File: src/rtl/sortbank_pkg.sv
package sortbank_pkg;

    // Controller phases: idle, one cycle presenting the vector, waiting for result
    typedef enum logic [1:0] {
        CS_IDLE = 2'd0,
        CS_FEED = 2'd1,
        CS_WAIT = 2'd2
    } ctrl_state_e;

    function automatic int unsigned stage_count(input int unsigned lg);
        return (lg * (lg + 1)) / 2;
    endfunction

endpackage

File: src/rtl/sortbank_stage.sv
// One registered layer of compare-exchange elements.
module sortbank_stage #(
    parameter int P    = 8,
    parameter int W    = 16,
    parameter int DIST = 1,
    parameter int BLK  = 2
) (
    input  logic                clk,
    input  logic                rst_n,
    input  logic [P-1:0][W-1:0] din,
    output logic [P-1:0][W-1:0] dout
);

    logic [P-1:0][W-1:0] lane_d, lane_q;

    always_comb begin
        lane_d = din;
        for (int i = 0; i < P; i++) begin
            if ((i & DIST) == 0) begin
                logic [W-1:0] lo_in, hi_in;
                logic         swap;
                lo_in = din[i];
                hi_in = din[i + DIST];
                // rising order inside even blocks, falling inside odd ones
                swap  = ((i & BLK) == 0) ? (lo_in > hi_in) : (lo_in < hi_in);
                lane_d[i]        = swap ? hi_in : lo_in;
                lane_d[i + DIST] = swap ? lo_in : hi_in;
            end
        end
    end

    always_ff @(posedge clk) begin
        if (!rst_n) lane_q <= '0;
        else        lane_q <= lane_d;
    end

    assign dout = lane_q;

endmodule

File: src/rtl/sortbank_net.sv
// Fully pipelined bitonic network with a valid marker travelling beside the data.
module sortbank_net #(
    parameter int P = 8,
    parameter int W = 16
) (
    input  logic                clk,
    input  logic                rst_n,
    input  logic                in_valid,
    input  logic [P-1:0][W-1:0] in_vec,
    output logic                out_valid,
    output logic [P-1:0][W-1:0] out_vec
);

    import sortbank_pkg::*;

    localparam int LG = $clog2(P);
    localparam int NS = stage_count(LG);

    logic [P-1:0][W-1:0] lvl [0:NS];
    logic [NS-1:0]       vld_d, vld_q;

    assign lvl[0] = in_vec;

    for (genvar k = 1; k <= LG; k++) begin : g_merge
        for (genvar m = 0; m < k; m++) begin : g_step
            localparam int S = (k * (k - 1)) / 2 + m;
            localparam int J = k - 1 - m;
            sortbank_stage #(
                .P   (P),
                .W   (W),
                .DIST(1 << J),
                .BLK (1 << k)
            ) u_stage (
                .clk  (clk),
                .rst_n(rst_n),
                .din  (lvl[S]),
                .dout (lvl[S+1])
            );
        end
    end

    always_comb begin
        vld_d = {vld_q[NS-2:0], in_valid};
    end

    always_ff @(posedge clk) begin
        if (!rst_n) vld_q <= '0;
        else        vld_q <= vld_d;
    end

    assign out_valid = vld_q[NS-1];
    assign out_vec   = lvl[NS];

endmodule

File: src/rtl/sortbank_slots.sv
// Word storage with host port, bulk commit port and registered read mux.
module sortbank_slots #(
    parameter  int P  = 8,
    parameter  int W  = 16,
    localparam int AW = $clog2(P) + 1,
    localparam int IW = $clog2(P)
) (
    input  logic                clk,
    input  logic                rst_n,
    input  logic                host_wr,
    input  logic [IW-1:0]       host_idx,
    input  logic [W-1:0]        host_data,
    input  logic                commit,
    input  logic [P-1:0][W-1:0] commit_vec,
    input  logic                rd_en,
    input  logic [AW-1:0]       rd_addr,
    input  logic                stat_busy,
    input  logic                stat_done,
    output logic [P-1:0][W-1:0] words,
    output logic [W-1:0]        rdata
);

    localparam logic [AW-1:0] STAT_ADDR = AW'(P);

    typedef struct packed {
        logic [P-1:0][W-1:0] words;
        logic [W-1:0]        rdata;
    } bank_t;

    bank_t bank_d, bank_q;

    always_comb begin
        bank_d = bank_q;
        if (commit) begin
            bank_d.words = commit_vec;
        end else if (host_wr) begin
            bank_d.words[host_idx] = host_data;
        end
        if (rd_en) begin
            if (rd_addr < STAT_ADDR) begin
                bank_d.rdata = bank_q.words[rd_addr[IW-1:0]];
            end else if (rd_addr == STAT_ADDR) begin
                bank_d.rdata = {{(W-2){1'b0}}, stat_done, stat_busy};
            end else begin
                bank_d.rdata = '0;
            end
        end
    end

    always_ff @(posedge clk) begin
        if (!rst_n) bank_q <= '0;
        else        bank_q <= bank_d;
    end

    assign words = bank_q.words;
    assign rdata = bank_q.rdata;

endmodule

File: src/rtl/sortbank_top.sv
module sortbank_top #(
    parameter  int P  = 8,
    parameter  int W  = 16,
    localparam int AW = $clog2(P) + 1
) (
    input  logic          clk,
    input  logic          rst_n,
    input  logic [AW-1:0] addr,
    input  logic [W-1:0]  wdata,
    input  logic          wr_en,
    input  logic          rd_en,
    output logic [W-1:0]  rdata,
    output logic          busy,
    output logic          done
);

    import sortbank_pkg::*;

    localparam int            IW        = $clog2(P);
    localparam logic [AW-1:0] START_ADDR = AW'(P);

    typedef struct packed {
        ctrl_state_e state;
        logic        done;
    } ctrl_t;

    ctrl_t ctrl_d, ctrl_q;

    logic                idle;
    logic                host_wr;
    logic                start;
    logic                commit;
    logic                net_in_valid;
    logic                net_out_valid;
    logic [P-1:0][W-1:0] slot_words;
    logic [P-1:0][W-1:0] net_result;

    always_comb begin
        idle    = (ctrl_q.state == CS_IDLE);
        host_wr = wr_en && idle && (addr < START_ADDR);
        start   = wr_en && idle && (addr == START_ADDR);
        commit  = (ctrl_q.state == CS_WAIT) && net_out_valid;

        ctrl_d = ctrl_q;
        unique case (ctrl_q.state)
            CS_IDLE: begin
                if (start) begin
                    ctrl_d.state = CS_FEED;
                    ctrl_d.done  = 1'b0;
                end
            end
            CS_FEED: begin
                ctrl_d.state = CS_WAIT;
            end
            CS_WAIT: begin
                if (net_out_valid) begin
                    ctrl_d.state = CS_IDLE;
                    ctrl_d.done  = 1'b1;
                end
            end
            default: begin
                ctrl_d.state = CS_IDLE;
            end
        endcase
    end

    always_ff @(posedge clk) begin
        if (!rst_n) ctrl_q <= '{state: CS_IDLE, done: 1'b0};
        else        ctrl_q <= ctrl_d;
    end

    assign net_in_valid = (ctrl_q.state == CS_FEED);
    assign busy         = !idle;
    assign done         = ctrl_q.done;

    sortbank_net #(
        .P(P),
        .W(W)
    ) u_net (
        .clk      (clk),
        .rst_n    (rst_n),
        .in_valid (net_in_valid),
        .in_vec   (slot_words),
        .out_valid(net_out_valid),
        .out_vec  (net_result)
    );

    sortbank_slots #(
        .P(P),
        .W(W)
    ) u_slots (
        .clk       (clk),
        .rst_n     (rst_n),
        .host_wr   (host_wr),
        .host_idx  (addr[IW-1:0]),
        .host_data (wdata),
        .commit    (commit),
        .commit_vec(net_result),
        .rd_en     (rd_en),
        .rd_addr   (addr),
        .stat_busy (busy),
        .stat_done (ctrl_q.done),
        .words     (slot_words),
        .rdata     (rdata)
    );

endmodule

File: config.mk
export PLATFORM = sky130hd
export DESIGN_NAME = sortbank_top
export DESIGN_NICKNAME = d
export VERILOG_FILES = /design/src/rtl/sortbank_pkg.sv /design/src/rtl/sortbank_stage.sv /design/src/rtl/sortbank_net.sv /design/src/rtl/sortbank_slots.sv /design/src/rtl/sortbank_top.sv
export SDC_FILE = /design/constraint.sdc
export NUM_CORES = 2
export LEC_CHECK = 0
export BUFFER_PORTS_ARGS = -buffer_cell sky130_fd_sc_hd__buf_2
export CAP_MARGIN = 20
export CORE_ASPECT_RATIO = 0.75
export CORE_MARGIN = 3
export CORE_UTILIZATION = 51
export DETAILED_ROUTE_END_ITERATION = 12
export PLACE_DENSITY = 0.66
export SYNTH_ARGS = -nofsm -noshare
export SYNTH_HDL_FRONTEND = slang
export SYNTH_SLANG_ARGS = --single-unit
File: constraint.sdc
create_clock -name clk -period 2.95 [get_ports clk]
set_input_delay 0.295 -clock clk [delete_from_list [all_inputs] [get_ports clk]]
set_output_delay 0.295 -clock clk [all_outputs]
set_load 0.1 [all_outputs]
==> implementation parameters <==
Parameter                              Value

Critical path
  Arrival @ worst endpoint ... 3280 ps
  R2R setup slack ... 130 ps
  Cell at the slowest stage of the critical path ... sky130_fd_sc_hd__mux2i_1
  Ordered list of cells on the worst path ... inv_1, ha_1, nand4_1, or3_1, nand4_1, buf_4, mux2i_1
  Required time at the worst-slack endpoint ... 3410 ps
  CP startpoint kind ... flip-flop
  Worst r2r dst ... u_net.g_merge[2].g_step[1].u_stage.dout[84]
  Endpoint of the worst setup timing path ... u_net.g_merge[2].g_step[1].u_stage.dout[84]
  Depth of the worst register-to-register path ... 7
  Worst path most repeated cell ... sky130_fd_sc_hd__nand4_1
  CP peak stage delay ... 830 ps
  Number of buffer and inverter instances along the worst setup path ... 2
  Cell family with the largest share of critical-path delay ... multiplexers
  Cell count along the critical path ... 7
  Capturing element type of the critical path ... flip-flop
  CP Class ... reg -> reg
  Critical path startpoint ... u_net.g_merge[2].g_step[0].u_stage.dout[93]
  Worst R2R Start ... u_net.g_merge[2].g_step[0].u_stage.dout[93]
  Maximum fanout encountered on the critical timing path ... 20

Finish
  Most frequent cells in the layout ... sky130_fd_sc_hd__dfxtp_1 (921), sky130_fd_sc_hd__nand2_1 (900), sky130_fd_sc_hd__mux2i_1 (853), sky130_fd_sc_hd__inv_1 (401), sky130_fd_sc_hd__ha_1 (378)
  Synth-to-Final Area Change ... 10.93%
  Share of post-route cells with drive strength above 1 ... 0.07587
  Filler-free cell count of the finished design ... 5876
  Leading cell type in the layout, fill and taps excluded ... sky130_fd_sc_hd__dfxtp_1
  Nets ... 5085

Worst hold path
  Class of the worst hold path ... in -> reg

Pwr
  Part of the total power dissipated in combinational logic ... 0.105
  Clock Power Share ... 0.429
  Switching power of the nets ... 0.006696 W
  Pint ... 0.02039 W
  Max rail drop VDD ... 386.7 uV
  Relative contribution of sequential cells to total power ... 0.466
  Pleak ... 21.56 nW
  PD cells ... 558.7 nW/um2
  Switching share of power ... 0.2472

Die
  Starting Density ... 0.5172
  Die X ... 344.0 um
  Number of top-level pins ... 42
  Total Die Area ... 89280 um2
  Number of placement rows ... 92
  Overall die height ... 259.5 um
  Std-Cell Core Area ... 84490 um2

Placement
  Gp weighted congestion ... 1.015
  Inst Count DP ... 5721
  Post-DP HPWL ... 116500 um
  Count of input and output buffers ... 41

Clock tree
  Clk sink count ... 921
  H-Tree Depth ... 3
  Clk root buf ... sky130_fd_sc_hd__clkbuf_16
  Clock tree from TritonCTS ... done
  TritonCTS Buffers ... 87
  Maximum buffer depth of the clock tree ... 3
  Worst-Skew Late Latency ... 660 ps
  Clock-pin slew of the registers on the worst-case setup and hold paths ... 60 ps

Global route
  Initial antenna violation count ... 7
  Tot GR Track Use ... 0.3256
  Via count of the first global-routing pass ... 31.84k
  Pin count of the biggest net entering global routing ... 117
  Global-route wire length before repair ... 211200 um
  Grt total ovfl ... 0

STA
  Setup_tns ... 0 ps
  Number of pins with negative max-slew slack in the final report ... 0
  Setup repair after global routing missed its margin ... no
  Worst setup skew after layout ... 26.74 ps
  Achievable frequency ... 354.3 MHz
  Final Cycle Share ... 0.9568
  Final count of hold timing violations ... 0
  Worst-margin pin slew ... 930.5 ps
  Worst slew margin relative to its limit ... 0.3619
  Period minus WS final ... 2823 ps
  Number of endpoints failing setup at the final stage ... 0

Synthesis
  Unique masters post-synth ... 53
  Yosys warnings ... 0
  Synthesized cell area ... 43700 um2
  Synth async-reset ratio ... 0
  Sequential element share of the synthesized area ... 0.4219
  Instance count of the mapped netlist ... 4691
  Total of flip-flops plus latches after synthesis ... 921
  Total nets after synthesis ... 5093
  Most used DFF post-synth ... sky130_fd_sc_hd__dfxtp_1
  Post-Synthesis Mean Instance Area ... 9.316 um2
  Number of enable flip-flop cells after synthesis ... 0

Routing
  DRC marker count from the first detailed-route iteration ... 3572
  Average detailed-routed wire length per instance ... 25.18 um
  Antenna Violating Nets Remaining ... 0
  Avg Vias per Cell ... 5.842
  Iteration count of the initial detailed-routing pass ... 7
  Via count ... 34.33k
  DRC viols ... 0
  Total wire length after detailed routing ... 148000 um

Flow run
  Number of maximum-capacitance constraint violations ... 0

Run status
  Run status ... completed
worst min path at each step:
stage	startpoint	to	slack, ps	cells past startpoint
floorplan	rd_en	u_slots.rdata[1]	380	1
global placement	u_net.vld_q[0]	u_net.vld_q[1]	410	1
detailed placement	u_net.vld_q[1]	u_net.vld_q[2]	420	1
CTS	wdata[11]	u_slots.words[91]	10	3
global route	wdata[15]	u_slots.words[95]	50	3
finish	addr[3]	u_slots.rdata[0]	70	3
what timing repair did:
| item | in CTS | in global routing |
|---|---|---|
| setup endpoints to repair | 0 | 4 |
| gates resized for setup | 0 | 4 |
| buffers inserted | 0 | 0 |
| hold endpoints to repair | 4 | 0 |
| hold buffers | 1 | 0 |
final cells by class:
cell class,instances,area (um2)
Fill cell,7518,36010
Multi-Input combinational cell,3099,22660
Sequential cell,921,18440
Clock buffer,126,2576
Timing Repair Buffer,172,1551
Inverter,402,1511
Tap cell,1128,1411
Clock inverter,25,324.1
Antenna cell,3,7.507
cells by family (layout without fill, tap and decap cells):
group / after synthesis / count (layout) / share of synthesized area
and+or+nand+nor: 1343 / 1343 / 0.1275
DFF: 921 / 921 / 0.4219
muxes: 880 / 880 / 0.2048
buffers and inverters: 671 / 725 / 0.06155
AOI/OAI and AO/OA: 498 / 498 / 0.07598
adders and majority gates: 378 / 378 / 0.1082
other: 0 / 3 / 0
metal layers:
metal | vias up | track usage | share of wire
met1 | 16480 | 0.4572 | 0.43
met3 | 259 | 0.1012 | 0.12
li1 | 16030 | - | -
met4 | 4 | 0.1247 | 0.042
met5 | - | 0 | 0.00013
met2 | 1551 | 0.4643 | 0.41
sequential cells by signal (all words and copies together) (netlist names):
signal,cells
u_net.g_merge.g_step.u_stage.dout,768
u_slots.words,128
done,1
u_net.vld_q,6
u_slots.rdata,16
ctrl_q,2
synthesized netlist by cell type, types with 13 or more instances:
master                     instances  area, um2
sky130_fd_sc_hd__dfxtp_1         921      18440
sky130_fd_sc_hd__nand2_1         900       3378
sky130_fd_sc_hd__mux2i_1         857       8578
sky130_fd_sc_hd__inv_1           401       1505
sky130_fd_sc_hd__ha_1            378       4730
sky130_fd_sc_hd__nor2_1          178      668.1
sky130_fd_sc_hd__a21oi_1         170      850.8
sky130_fd_sc_hd__clkbuf_1        163      611.8
sky130_fd_sc_hd__nand3_1          85      425.4
sky130_fd_sc_hd__a211oi_1         83      623.1
sky130_fd_sc_hd__buf_2            82      410.4
sky130_fd_sc_hd__nand4_1          80      500.5
sky130_fd_sc_hd__o21ai_0          55      275.3
sky130_fd_sc_hd__a311oi_1         48      420.4
sky130_fd_sc_hd__nor3_1           45      225.2
sky130_fd_sc_hd__a21o_1           42      315.3
sky130_fd_sc_hd__a22oi_1          32      240.2
sky130_fd_sc_hd__a22o_1           13      113.9
sky130_fd_sc_hd__a41o_1           13      130.1
sky130_fd_sc_hd__mux2_2           13      146.4
sky130_fd_sc_hd__nand2b_1         13      81.33
sky130_fd_sc_hd__nor2b_1          13      81.33
power by group through the flow:
stage | Sequential, W | Clock [W] | Combinational, W
6_report | 0.0126 | 0.0116 | 0.00285
4_1_cts | 0.0126 | 0.0117 | 0.00281
2_1_floorplan | 0.0129 | 0 | 0.00214
5_1_grt | 0.0126 | 0.0122 | 0.00299
3_5_place_dp | 0.0129 | 0 | 0.00280
3_3_place_gp | 0.0129 | 0 | 0.00277
stage by stage:
stage               setup WS, ps  hold slack [ps]    util  cell area, um2  power [W]
floorplan                  801.1            384.8       -           43700    0.01501
global placement           258.3            413.4  0.5390           45540    0.01565
detailed placement         223.6            418.7  0.5390           45540    0.01568
CTS                        198.9            14.84  0.5735           48450    0.02709
global route               6.584            52.08  0.5737           48470    0.02775
finish                     127.3            70.37  0.5737           48480    0.02708
tightest hold or removal path, stage by stage:
cell                       delay (ps)
sky130_fd_sc_hd__buf_2            160
sky130_fd_sc_hd__o21bai_1         140
sky130_fd_sc_hd__a31oi_1           80
No activity file was read; power rests on OpenSTA's default activity.
